[config.mk]
export PLATFORM = sky130hd
export DESIGN_NAME = spec_cycle_decoder
export DESIGN_NICKNAME = d
export VERILOG_FILES = /design/src/rtl/spec_cycle_pkg.sv /design/src/rtl/spec_cycle_dp.sv /design/src/rtl/spec_cycle_ctrl.sv /design/src/rtl/spec_cycle_decoder.sv
export SDC_FILE = /design/constraint.sdc
export NUM_CORES = 1
export LEC_CHECK = 0
export ABC_AREA = 0
export BUFFER_PORTS_ARGS = -buffer_cell sky130_fd_sc_hd__buf_2
export CAP_MARGIN = 10
export CORE_UTILIZATION = 42
export DETAILED_ROUTE_END_ITERATION = 12
export GPL_ROUTABILITY_DRIVEN = 1
export PLACE_DENSITY = 0.76
export SYNTH_ARGS = -nofsm -noshare
export SYNTH_HDL_FRONTEND = slang
export SYNTH_SLANG_ARGS = --single-unit
[constraint.sdc]
create_clock -name clk -period 2.3 [get_ports clk]
set_clock_uncertainty 0.1 [all_clocks]
set_input_delay 0 -clock clk [delete_from_list [all_inputs] [get_ports clk]]
set_output_delay 0 -clock clk [all_outputs]
set_load 0.05 [all_outputs]
[src/rtl/spec_cycle_pkg.sv]
package spec_cycle_pkg;

  localparam int NUM_KINDS = 6;
  localparam int BE_W      = 8;

  // event bit positions
  localparam int K_HALT     = 0;
  localparam int K_STOPGNT  = 1;
  localparam int K_FLUSHACK = 2;
  localparam int K_WRBACK   = 3;
  localparam int K_FLUSH    = 4;
  localparam int K_SHUTDOWN = 5;

  // strobes from control to datapath
  typedef struct packed {
    logic latch;  // capture decode result into pulse / error
    logic fire;   // end the cycle with ready
  } ctrl_strobe_t;

  function automatic logic [BE_W-1:0] kindBe(input int k);
    case (k)
      K_HALT:     return 8'hFB;
      K_STOPGNT:  return 8'hFB;
      K_FLUSHACK: return 8'hEF;
      K_WRBACK:   return 8'hF7;
      K_FLUSH:    return 8'hFD;
      default:    return 8'hFE;
    endcase
  endfunction

  function automatic logic [1:0] kindLow(input int k);
    return (k == K_STOPGNT) ? 2'b10 : 2'b00;
  endfunction

endpackage

[src/rtl/spec_cycle_dp.sv]
module spec_cycle_dp
  import spec_cycle_pkg::*;
#(
  parameter int ADDR_W = 32
) (
  input  logic                 clk,
  input  logic                 rst_n,
  input  logic                 addrStrobeN,
  input  logic                 statDc,
  input  logic                 statMio,
  input  logic                 statWr,
  input  logic [BE_W-1:0]      byteEnN,
  input  logic [ADDR_W-1:3]    addrBus,
  input  ctrl_strobe_t         strobes,
  output logic                 hit,
  output logic [NUM_KINDS-1:0] eventPulse,
  output logic                 errorFlag
);

  logic            sStrobe;
  logic            sSpecial;
  logic [BE_W-1:0] sBe;
  logic [1:0]      sLow;
  logic            sUpperZero;

  // input register stage
  always_ff @(posedge clk or negedge rst_n) begin
    if (!rst_n) begin
      sStrobe    <= 1'b0;
      sSpecial   <= 1'b0;
      sBe        <= '1;
      sLow       <= '0;
      sUpperZero <= 1'b1;
    end else begin
      sStrobe    <= ~addrStrobeN;
      sSpecial   <= ~statDc & ~statMio & statWr;
      sBe        <= byteEnN;
      sLow       <= addrBus[4:3];
      sUpperZero <= (addrBus[ADDR_W-1:5] == '0);
    end
  end

  assign hit = sStrobe & sSpecial;

  logic [NUM_KINDS-1:0] match;

  for (genvar k = 0; k < NUM_KINDS; k++) begin : g_kind
    assign match[k] = (sBe == kindBe(k)) && (sLow == kindLow(k)) && sUpperZero;
  end

  logic known;
  assign known = |match;

  always_ff @(posedge clk or negedge rst_n) begin
    if (!rst_n) begin
      eventPulse <= '0;
      errorFlag  <= 1'b0;
    end else begin
      eventPulse <= strobes.latch ? match : '0;
      if (strobes.latch && !known) errorFlag <= 1'b1;
    end
  end

endmodule

[src/rtl/spec_cycle_ctrl.sv]
module spec_cycle_ctrl
  import spec_cycle_pkg::*;
#(
  parameter int READY_DELAY = 1
) (
  input  logic         clk,
  input  logic         rst_n,
  input  logic         hit,
  output ctrl_strobe_t strobes,
  output logic         readyN
);

  localparam int CNT_W = $clog2(READY_DELAY + 1);

  typedef enum logic [1:0] {ST_IDLE, ST_WAIT, ST_READY} state_e;

  state_e           state;
  logic [CNT_W-1:0] cnt;

  always_comb begin
    strobes = '0;
    case (state)
      ST_IDLE: begin
        if (hit) begin
          strobes.latch = 1'b1;
          strobes.fire  = (READY_DELAY == 1);
        end
      end
      ST_WAIT: strobes.fire = (cnt == CNT_W'(1));
      default: ;
    endcase
  end

  always_ff @(posedge clk or negedge rst_n) begin
    if (!rst_n) begin
      state  <= ST_IDLE;
      cnt    <= '0;
      readyN <= 1'b1;
    end else begin
      readyN <= ~strobes.fire;
      case (state)
        ST_IDLE: begin
          if (hit) begin
            cnt   <= CNT_W'(READY_DELAY - 1);
            state <= strobes.fire ? ST_READY : ST_WAIT;
          end
        end
        ST_WAIT: begin
          if (strobes.fire) state <= ST_READY;
          else              cnt   <= cnt - CNT_W'(1);
        end
        default: state <= ST_IDLE;
      endcase
    end
  end

endmodule

[src/rtl/spec_cycle_decoder.sv]
module spec_cycle_decoder
  import spec_cycle_pkg::*;
#(
  parameter int ADDR_W      = 32,
  parameter int READY_DELAY = 1
) (
  input  logic                 clk,
  input  logic                 rst_n,
  input  logic                 addrStrobeN,
  input  logic                 statDc,
  input  logic                 statMio,
  input  logic                 statWr,
  input  logic [7:0]           byteEnN,
  input  logic [ADDR_W-1:3]    addrBus,
  output logic                 readyN,
  output logic [5:0]           eventPulse,
  output logic                 errorFlag
);

  ctrl_strobe_t strobes;
  logic         hit;

  spec_cycle_dp #(.ADDR_W(ADDR_W)) u_dp (
    .clk        (clk),
    .rst_n      (rst_n),
    .addrStrobeN(addrStrobeN),
    .statDc     (statDc),
    .statMio    (statMio),
    .statWr     (statWr),
    .byteEnN    (byteEnN),
    .addrBus    (addrBus),
    .strobes    (strobes),
    .hit        (hit),
    .eventPulse (eventPulse),
    .errorFlag  (errorFlag)
  );

  spec_cycle_ctrl #(.READY_DELAY(READY_DELAY)) u_ctrl (
    .clk    (clk),
    .rst_n  (rst_n),
    .hit    (hit),
    .strobes(strobes),
    .readyN (readyN)
  );

endmodule

==> results.toml, run 1 <==
[setup_path]
criticalPathCategory = "in2reg"
crit_required_ns = 2.45
cp_cell_sequence = "dlygate4sd3_1 -> buf_2 -> nor4_1 -> dlygate4sd3_1 -> nand4_1 -> dlygate4sd3_1 -> nor2_1"
critPathMostFrequentCell = "dlygate4sd3_1"
cp-end-kind = "flop"
critPathMaxFanout = 1
r2r_cells = 4
max_stage_delay_ns = 0.58
arrival_ns = 2.16
cp-start-kind = "primary input"
slowest_stage = "dlygate4sd3_1"

[finish]
final_cells = 171
postLayoutCoreUtil_pct = 72.8
area_growth_pct = 58.4
nets = 188
final_cell_mix = "50 x buf_2, 20 x dlygate4sd3_1, 14 x dfrtp_1"
drive_above_1_share_pct = 46.5
finalInstanceArea_um2 = 1460
final_common_cell = "buf_2"
n_antenna_cell = 0

[synthesis]
synth_cell_type_count = 25
syn_nets = 113
yosysWarnings = 0
syn-cell-area_um2 = 920
synth.avg_cell_area_um2 = 13.1
synth_seq_area_share_pct = 66.7
synthCells = 70
ys_ff_latch = 24

[floorplan]
fp-row-count = 16
initial_core_util_pct = 45.9
coreArea_um2 = 2000
die_y_um = 48.8
dieArea_um2 = 2380
io_pins = 51
dieWidth_um = 48.8

[grt]
grt_pass1_vias = 817
grt_pass1_wl_mm = 3.33
grt_max_degree = 25
grt_usage_pct = 18.9
grt_remaining_overflow = 0
antenna_found_initial = 0

[clocking]
clockBufferDepth = 2
numCtsBuffers = 3
cts.sinks = 24
cts_tree = "done"
cts_root_buffer = "clkbuf_4"
path_clk_slew_ns = 0.13
cts.htree.levels = 1
insertion_delay_ns = 0.31

[timing]
rsz0062_at_grt = "no"
slew_headroom_pct = 67.6
period_share_pct = 87.4
fmax_mhz = 497
setup_slack_ns = 0.289
setup_violations = 0
fin_tns_setup_ns = 0
slew_viol_final = 0
hold_viol_final = 0
worstMarginPinSlew_ns = 0.487
period_needed_ns = 2.01

[placed_design]
numPortBuffers = 50
dp.cells = 147
dp_hpwl_mm = 1.36
place_ws_ns = 0.606
gp_congestion = 0.755
place_area_um2 = 1200

[route]
wl_met1_um = 753
drt_first_pass_iters = 4
post_drt_via_cell_ratio = 4.88
met2WireLength_mm = 1.08
antenna_left = 0
drc = 0
drt_iter0_drc = 7
wl_met3_um = 165
drt_wl_total_mm = 2.00
routedWlPerCell_um = 11.7
vias = 834
highest_layer = "met3"

[run_status]
run_status = "completed"

[power]
ir_worst_vdd_uv = 382
leakagePower_nw = 0.703
p_per_area_nw_per_um2 = 574

[flow_run]
drv_cap = 0

[hold_path]
min_path_type = "in2async"
## critical path: cells and delay by family
kind                   cells  cell delay, ns
and+or+nand+nor            3            0.35
buffers and inverters      4            1.81
## synthesized netlist by cell type
library cell | n | area, um^2
a21o_1 | 1 | 7.51
a31o_1 | 1 | 8.76
and2b_1 | 1 | 7.51
and3_1 | 1 | 6.26
and4_1 | 1 | 8.76
and4b_1 | 1 | 10.0
dfrtp_1 | 14 | 350
dfstp_2 | 10 | 263
inv_1 | 5 | 18.8
nand2_1 | 4 | 15.0
nand3_1 | 4 | 20.0
nand3b_1 | 1 | 7.51
nand4_1 | 2 | 12.5
nor2_1 | 2 | 7.51
nor2_2 | 1 | 6.26
nor2b_1 | 3 | 18.8
nor3_1 | 1 | 5.00
nor3b_1 | 2 | 15.0
nor4_1 | 8 | 50.1
nor4b_4 | 1 | 23.8
nor4bb_1 | 1 | 10.0
o31ai_1 | 1 | 7.51
or3b_1 | 1 | 8.76
or4b_4 | 1 | 13.8
xnor2_1 | 2 | 17.5
## layout make-up
type / instances / area, um^2
clock buffer: 3 / 22.5
fill: 146 / 546
tap: 27 / 33.8
clock inverter: 1 / 30.0
inverter: 5 / 18.8
sequential: 24 / 613
multi-input combinational: 41 / 288
timing repair buffer: 70 / 450
## logic make-up after synthesis
logic type             after synthesis  share of synthesized area, %
AND/OR/NAND/NOR                     36                          26.8
XOR/XNOR                             2                          1.91
buffers and inverters                5                          2.04
flip-flops                          24                          66.7
AO/OA/AOI/OAI                        3                          2.59
## layer usage
metal	vias to the layer above	global-route usage (%)
met4	0	8.82
met5	-	0
li1	402	-
met3	0	2.49
met1	387	20.9
met2	45	35.6
## worst paths after layout
| kind | from | endpoint | slack (ns) |
|---|---|---|---|
| max in group asynchronous | rst_n | u_dp.sBe[1] | 1.66 |
| worst max register to register | u_dp.sBe[5] | u_dp.errorFlag | 0.58 |
| worst max-delay path | addrBus[18] | u_dp.sUpperZero | 0.29 |
| min in group clk | byteEnN[0] | u_dp.sBe[0] | 0.22 |
| worst min register to register | u_ctrl.cnt | u_ctrl.state[0] | 0.38 |
| worst min-delay path | rst_n | u_dp.eventPulse[2] | 0.07 |
## flip-flops by register name, indices dropped and copies added, names as in the netlist
register / count
u_dp.errorFlag: 1
u_dp.sSpecial: 1
u_dp.sLow: 2
u_ctrl.readyN: 1
u_dp.sStrobe: 1
u_ctrl.cnt: 1
u_ctrl.state: 2
u_dp.eventPulse: 6
u_dp.sUpperZero: 1
u_dp.sBe: 8
## per-stage QoR
step           power, W  hold slack [ns]
3_5_place_dp   0.000527           -0.113
2_1_floorplan  0.000478           -0.396
4_1_cts        0.000843           0.0803
5_1_grt        0.000873           0.0962
3_3_place_gp   0.000524           -0.117
6_report       0.000837           0.0707
## timing repair
action | 4_1_cts | 5_1_grt
hold buffers | 20 | 0
hold endpoints to repair | 37 | 0
gates resized for setup | 0 | 0
setup buffers | 0 | 0
## power breakdown
part | total (W) | internal [W] | switching, W
combinational | 0.0000899 | 0.0000540 | 0.0000359
sequential | 0.000452 | 0.000441 | 0.0000112
clock | 0.000294 | 0.000176 | 0.000118
No activity file was read; power rests on OpenSTA's default activity.
==> inputs of run 2 (changes only) <==
--- a/config.mk
+++ b/config.mk
@@ -8,9 +8,11 @@
 export ABC_AREA = 0
 export BUFFER_PORTS_ARGS = -buffer_cell sky130_fd_sc_hd__buf_2
 export CAP_MARGIN = 10
+export CORE_MARGIN = 2
 export CORE_UTILIZATION = 42
 export DETAILED_ROUTE_END_ITERATION = 12
 export GPL_ROUTABILITY_DRIVEN = 1
+export GPL_TIMING_DRIVEN = 0
 export PLACE_DENSITY = 0.76
 export SYNTH_ARGS = -nofsm -noshare
 export SYNTH_HDL_FRONTEND = slang
==> results.toml, run 2 (synthesis results as in run 1) <==
[run_status]
run_status = "completed"

[floorplan]
io_pins = 51
die_y_um = 50.8
initial_core_util_pct = 45.5
dieArea_um2 = 2580
fp-row-count = 16
coreArea_um2 = 2020
dieWidth_um = 50.8

[grt]
grt_remaining_overflow = 0
antenna_found_initial = 0
grt_pass1_vias = 918
grt_max_degree = 25
grt_usage_pct = 18.5
grt_pass1_wl_mm = 3.50

[setup_path]
crit_required_ns = 2.44
critPathCapture = "u_dp.sUpperZero"
critical_path.reg2reg.endpoint = "u_dp.errorFlag"
crit_start = "addrBus[25]"
criticalPathCategory = "in2reg"
arrival_ns = 2.29
cp-end-kind = "flop"
r2r_cells = 4
r2r-start = "u_dp.sUpperZero"
critPathMaxFanout = 1
ff2ff_setup_slack_ns = 0.54
cp-start-kind = "primary input"

[finish]
fill_cells = 134
area_growth_pct = 56.6
final_cell_mix = "50 x buf_2, 20 x dlygate4sd3_1, 14 x dfrtp_1"
drive_above_1_share_pct = 46.5
final_common_cell = "buf_2"
finalInstanceArea_um2 = 1440
largest-register = "u_dp.sBe"
largest_reg_flops = 8
n_antenna_cell = 0
nets = 188
reg.largest.list = "u_dp.sBe (8), u_dp.eventPulse (6)"

[route]
antenna_left = 0
drt_wl_total_mm = 2.13
routedWlPerCell_um = 12.5
drt_first_pass_iters = 4
post_drt_via_cell_ratio = 5.01
drc = 0
drt_iter0_drc = 5
vias = 856

[clocking]
cts.htree.levels = 1
insertion_delay_ns = 0.30
postCtsResizedCells = 0
cts_tree = "done"
clockBufferDepth = 2
numCtsBuffers = 3
postCtsSetupBuffers = 0
cts_root_buffer = "clkbuf_4"
path_clk_slew_ns = 0.12
cts.sinks = 24

[timing]
period_needed_ns = 2.14
fin_tns_setup_ns = 0
hold_viol_final = 0
setup_violations = 0
worstMarginPinSlew_ns = 0.490
slew_viol_final = 0
rsz0062_at_grt = "no"
period_share_pct = 93.3
fmax_mhz = 466
slew_headroom_pct = 67.3

[placed_design]
place_area_um2 = 1200
gp_congestion = 0.818
numPortBuffers = 50
dp_hpwl_mm = 1.47

[power]
ir_worst_vdd_uv = 391
p_per_area_nw_per_um2 = 524
fin_total_pwr_w = 0.000755
leakagePower_nw = 0.696

[hold_path]
min_path_type = "in2async"

[flow_run]
drv_cap = 0
-- run 2: cell types whose count changed in the layout (fill, tap and decap cells not counted), sizes merged --
cell / change
bufinv: -1
clkbuf: +1
-- run 2: timing repair --
action / in CTS / in global routing
hold buffers: 20 / 0
endpoints found under the hold margin: 37 / 0
endpoints found under the setup margin: 0 / 0
-- run 2: worst max-delay path, cell delays in order --
cell and delay, ns:
dlygate4sd3_1 0.55, buf_2 0.12, nor4_1 0.29, dlygate4sd3_1 0.61
nand3_1 0.06, dlygate4sd3_1 0.56, nor2_1 0.10
-- run 2: how the worst min path moves through the flow --
stage	from	endpoint	slack [ns]	cells after the start
finish	rst_n	u_dp.errorFlag	0.07	2
global route	rst_n	u_dp.eventPulse[5]	0.10	2
CTS	rst_n	u_dp.eventPulse[0]	0.08	2
detailed placement	rst_n	u_dp.eventPulse[0]	-0.11	1
global placement	rst_n	u_dp.eventPulse[3]	-0.12	1
floorplan	rst_n	u_ctrl.cnt	-0.40	0
-- run 2: power by group --
| part | switching, W | internal (W) | total (W) | leakage [nW] |
|---|---|---|---|---|
| Clock | 0.000116 | 0.0000965 | 0.000212 | 0.0210 |
| Combinational | 0.0000367 | 0.0000540 | 0.0000908 | 0.387 |
| Sequential | 0.0000109 | 0.000441 | 0.000452 | 0.288 |
-- run 2: cell type report --
class,count,area (um^2),share of cell area (%)
tap,27,33.8,2.35
multi-input combinational,41,288,20.0
clock buffer,4,36.3,2.52
sequential,24,613,42.6
inverter,5,18.8,1.30
timing repair buffer,70,450,31.3
-- run 2: routing by layer --
| layer | track usage (%) | up-vias | wire length (um) |
|---|---|---|---|
| li1 | - | 401 | - |
| met5 | 0 | - | 0 |
| met2 | 36.0 | 49 | 1170 |
| met1 | 17.0 | 402 | 739 |
| met4 | 11.7 | 0 | 50 |
| met3 | 3.87 | 4 | 172 |
-- run 2: per-stage QoR --
stage,hold WS [ns],util (%),setup WS (ns),instances
after floorplan,-0.396,-,0.693,70
after global placement,-0.115,59.5,0.613,147
after detailed placement,-0.108,59.5,0.576,147
after CTS,0.0793,71.2,0.261,171
after global routing,0.103,71.2,0.116,171
final,0.0715,71.2,0.155,171
==> inputs of run 3 (changes only) <==
--- a/config.mk
+++ b/config.mk
@@ -9,11 +9,10 @@
 export BUFFER_PORTS_ARGS = -buffer_cell sky130_fd_sc_hd__buf_2
 export CAP_MARGIN = 10
 export CORE_MARGIN = 2
-export CORE_UTILIZATION = 42
+export CORE_UTILIZATION = 29
 export DETAILED_ROUTE_END_ITERATION = 12
 export GPL_ROUTABILITY_DRIVEN = 1
 export GPL_TIMING_DRIVEN = 0
-export PLACE_DENSITY = 0.76
 export SYNTH_ARGS = -nofsm -noshare
 export SYNTH_HDL_FRONTEND = slang
 export SYNTH_SLANG_ARGS = --single-unit
==> results.toml, run 3 (synthesis results as in run 1) <==
[run_status]
run_status = "completed"

[finish]
finalInstanceArea_um2 = 1460
drive_above_1_share_pct = 46.5
largest-register = "u_dp.sBe"
nets = 188
area_growth_pct = 58.9
largest_reg_flops = 8
final_cell_mix = "50 x buf_2, 20 x dlygate4sd3_1, 14 x dfrtp_1"
fill_cells = 272
final_common_cell = "buf_2"
n_antenna_cell = 0
reg.largest.list = "u_dp.sBe (8), u_dp.eventPulse (6)"

[setup_path]
cp_cell_sequence = "dlygate4sd3_1 -> buf_2 -> nor4_1 -> dlygate4sd3_1 -> nand4_1 -> dlygate4sd3_1 -> nor2_1"
cp-end-kind = "flop"
critPathMostFrequentCell = "dlygate4sd3_1"
arrival_ns = 2.26
slowest_stage = "dlygate4sd3_1"
critPathMaxFanout = 1
crit_required_ns = 2.44
criticalPathCategory = "in2reg"
cp-start-kind = "primary input"
max_stage_delay_ns = 0.58

[timing]
period_needed_ns = 2.12
slew_viol_final = 0
slew_headroom_pct = 67.4
period_share_pct = 92.2
setup_violations = 0
worstMarginPinSlew_ns = 0.488
hold_viol_final = 0
fin_tns_setup_ns = 0
fmax_mhz = 472
rsz0062_at_grt = "no"

[clocking]
insertion_delay_ns = 0.30
postCtsSetupBuffers = 0
cts_root_buffer = "clkbuf_4"
path_clk_slew_ns = 0.12
postCtsResizedCells = 0
numCtsBuffers = 3
cts.htree.levels = 1
clockBufferDepth = 2
cts.sinks = 24
hold_buffers = 20
cts_tree = "done"

[route]
drt_first_pass_iters = 4
post_drt_via_cell_ratio = 4.34
drc = 0
antenna_left = 0
vias = 815
drt_iter0_drc = 10
drt_wl_total_mm = 1.87
routedWlPerCell_um = 9.93

[floorplan]
die_y_um = 60.3
dieArea_um2 = 3640
io_pins = 51
fp-row-count = 20
coreArea_um2 = 3030
initial_core_util_pct = 30.4
dieWidth_um = 60.3

[power]
leakagePower_nw = 0.696
fin_total_pwr_w = 0.000749
ir_worst_vdd_uv = 186
p_per_area_nw_per_um2 = 512

[placed_design]
gp_congestion = 0.682
numPortBuffers = 50
place_area_um2 = 1220
dp_hpwl_mm = 1.35

[grt]
antenna_found_initial = 0
grt_remaining_overflow = 0
grt_pass1_vias = 821
grt_usage_pct = 11.8
grt_pass1_wl_mm = 3.17
grt_max_degree = 25

[hold_path]
min_path_type = "in2async"

[flow_run]
drv_cap = 0
-- run 3: cell counts in the layout (fill, tap and decap cells not counted) --
No cell type changed its count.
-- run 3: area by class of cell --
type | count | area (um^2) | share of cell area [%]
timing repair buffer | 70 | 450 | 30.8
inverter | 5 | 18.8 | 1.28
clock buffer | 4 | 36.3 | 2.48
sequential | 24 | 613 | 42.0
multi-input combinational | 41 | 288 | 19.7
tap | 44 | 55.1 | 3.77
-- run 3: report_power, final --
group          leakage (nW)  internal (W)  switching, W
logic                 0.387     0.0000539     0.0000341
clock network        0.0210     0.0000965      0.000113
registers             0.288      0.000441     0.0000103
-- run 3: final timing paths --
path	from	cells past startpoint	slack, ns	to
max in group asynchronous	rst_n	2	1.67	u_dp.sBe[4]
max reg2reg	u_dp.sUpperZero	4	0.53	u_dp.errorFlag
min reg2reg	u_ctrl.cnt	1	0.38	u_ctrl.state[0]
max	addrBus[8]	7	0.18	u_dp.sUpperZero
min in group clk	byteEnN[0]	2	0.23	u_dp.sBe[0]
min	rst_n	2	0.08	u_dp.sLow[0]
-- run 3: metrics by stage --
stage	util [%]	setup WS, ns	hold slack [ns]	instances
3_5_place_dp	40.5	0.561	-0.104	164
5_1_grt	48.3	0.0902	0.120	188
6_report	48.3	0.179	0.0801	188
4_1_cts	48.3	0.259	0.0947	188
3_3_place_gp	40.5	0.607	-0.113	164
2_1_floorplan	-	0.693	-0.396	70
-- run 3: routing by layer --
metal | global-route usage, % | part of all wire [%]
met5 | 0 | 0
met4 | 6.67 | 1.2
met3 | 1.73 | 7.3
met2 | 21.7 | 54
met1 | 12.9 | 38
-- run 3: worst max-delay path: cells and delay by family --
family / cells / cell delay [ns]
buffers and inverters: 4 / 1.83
AND/OR/NAND/NOR: 3 / 0.43
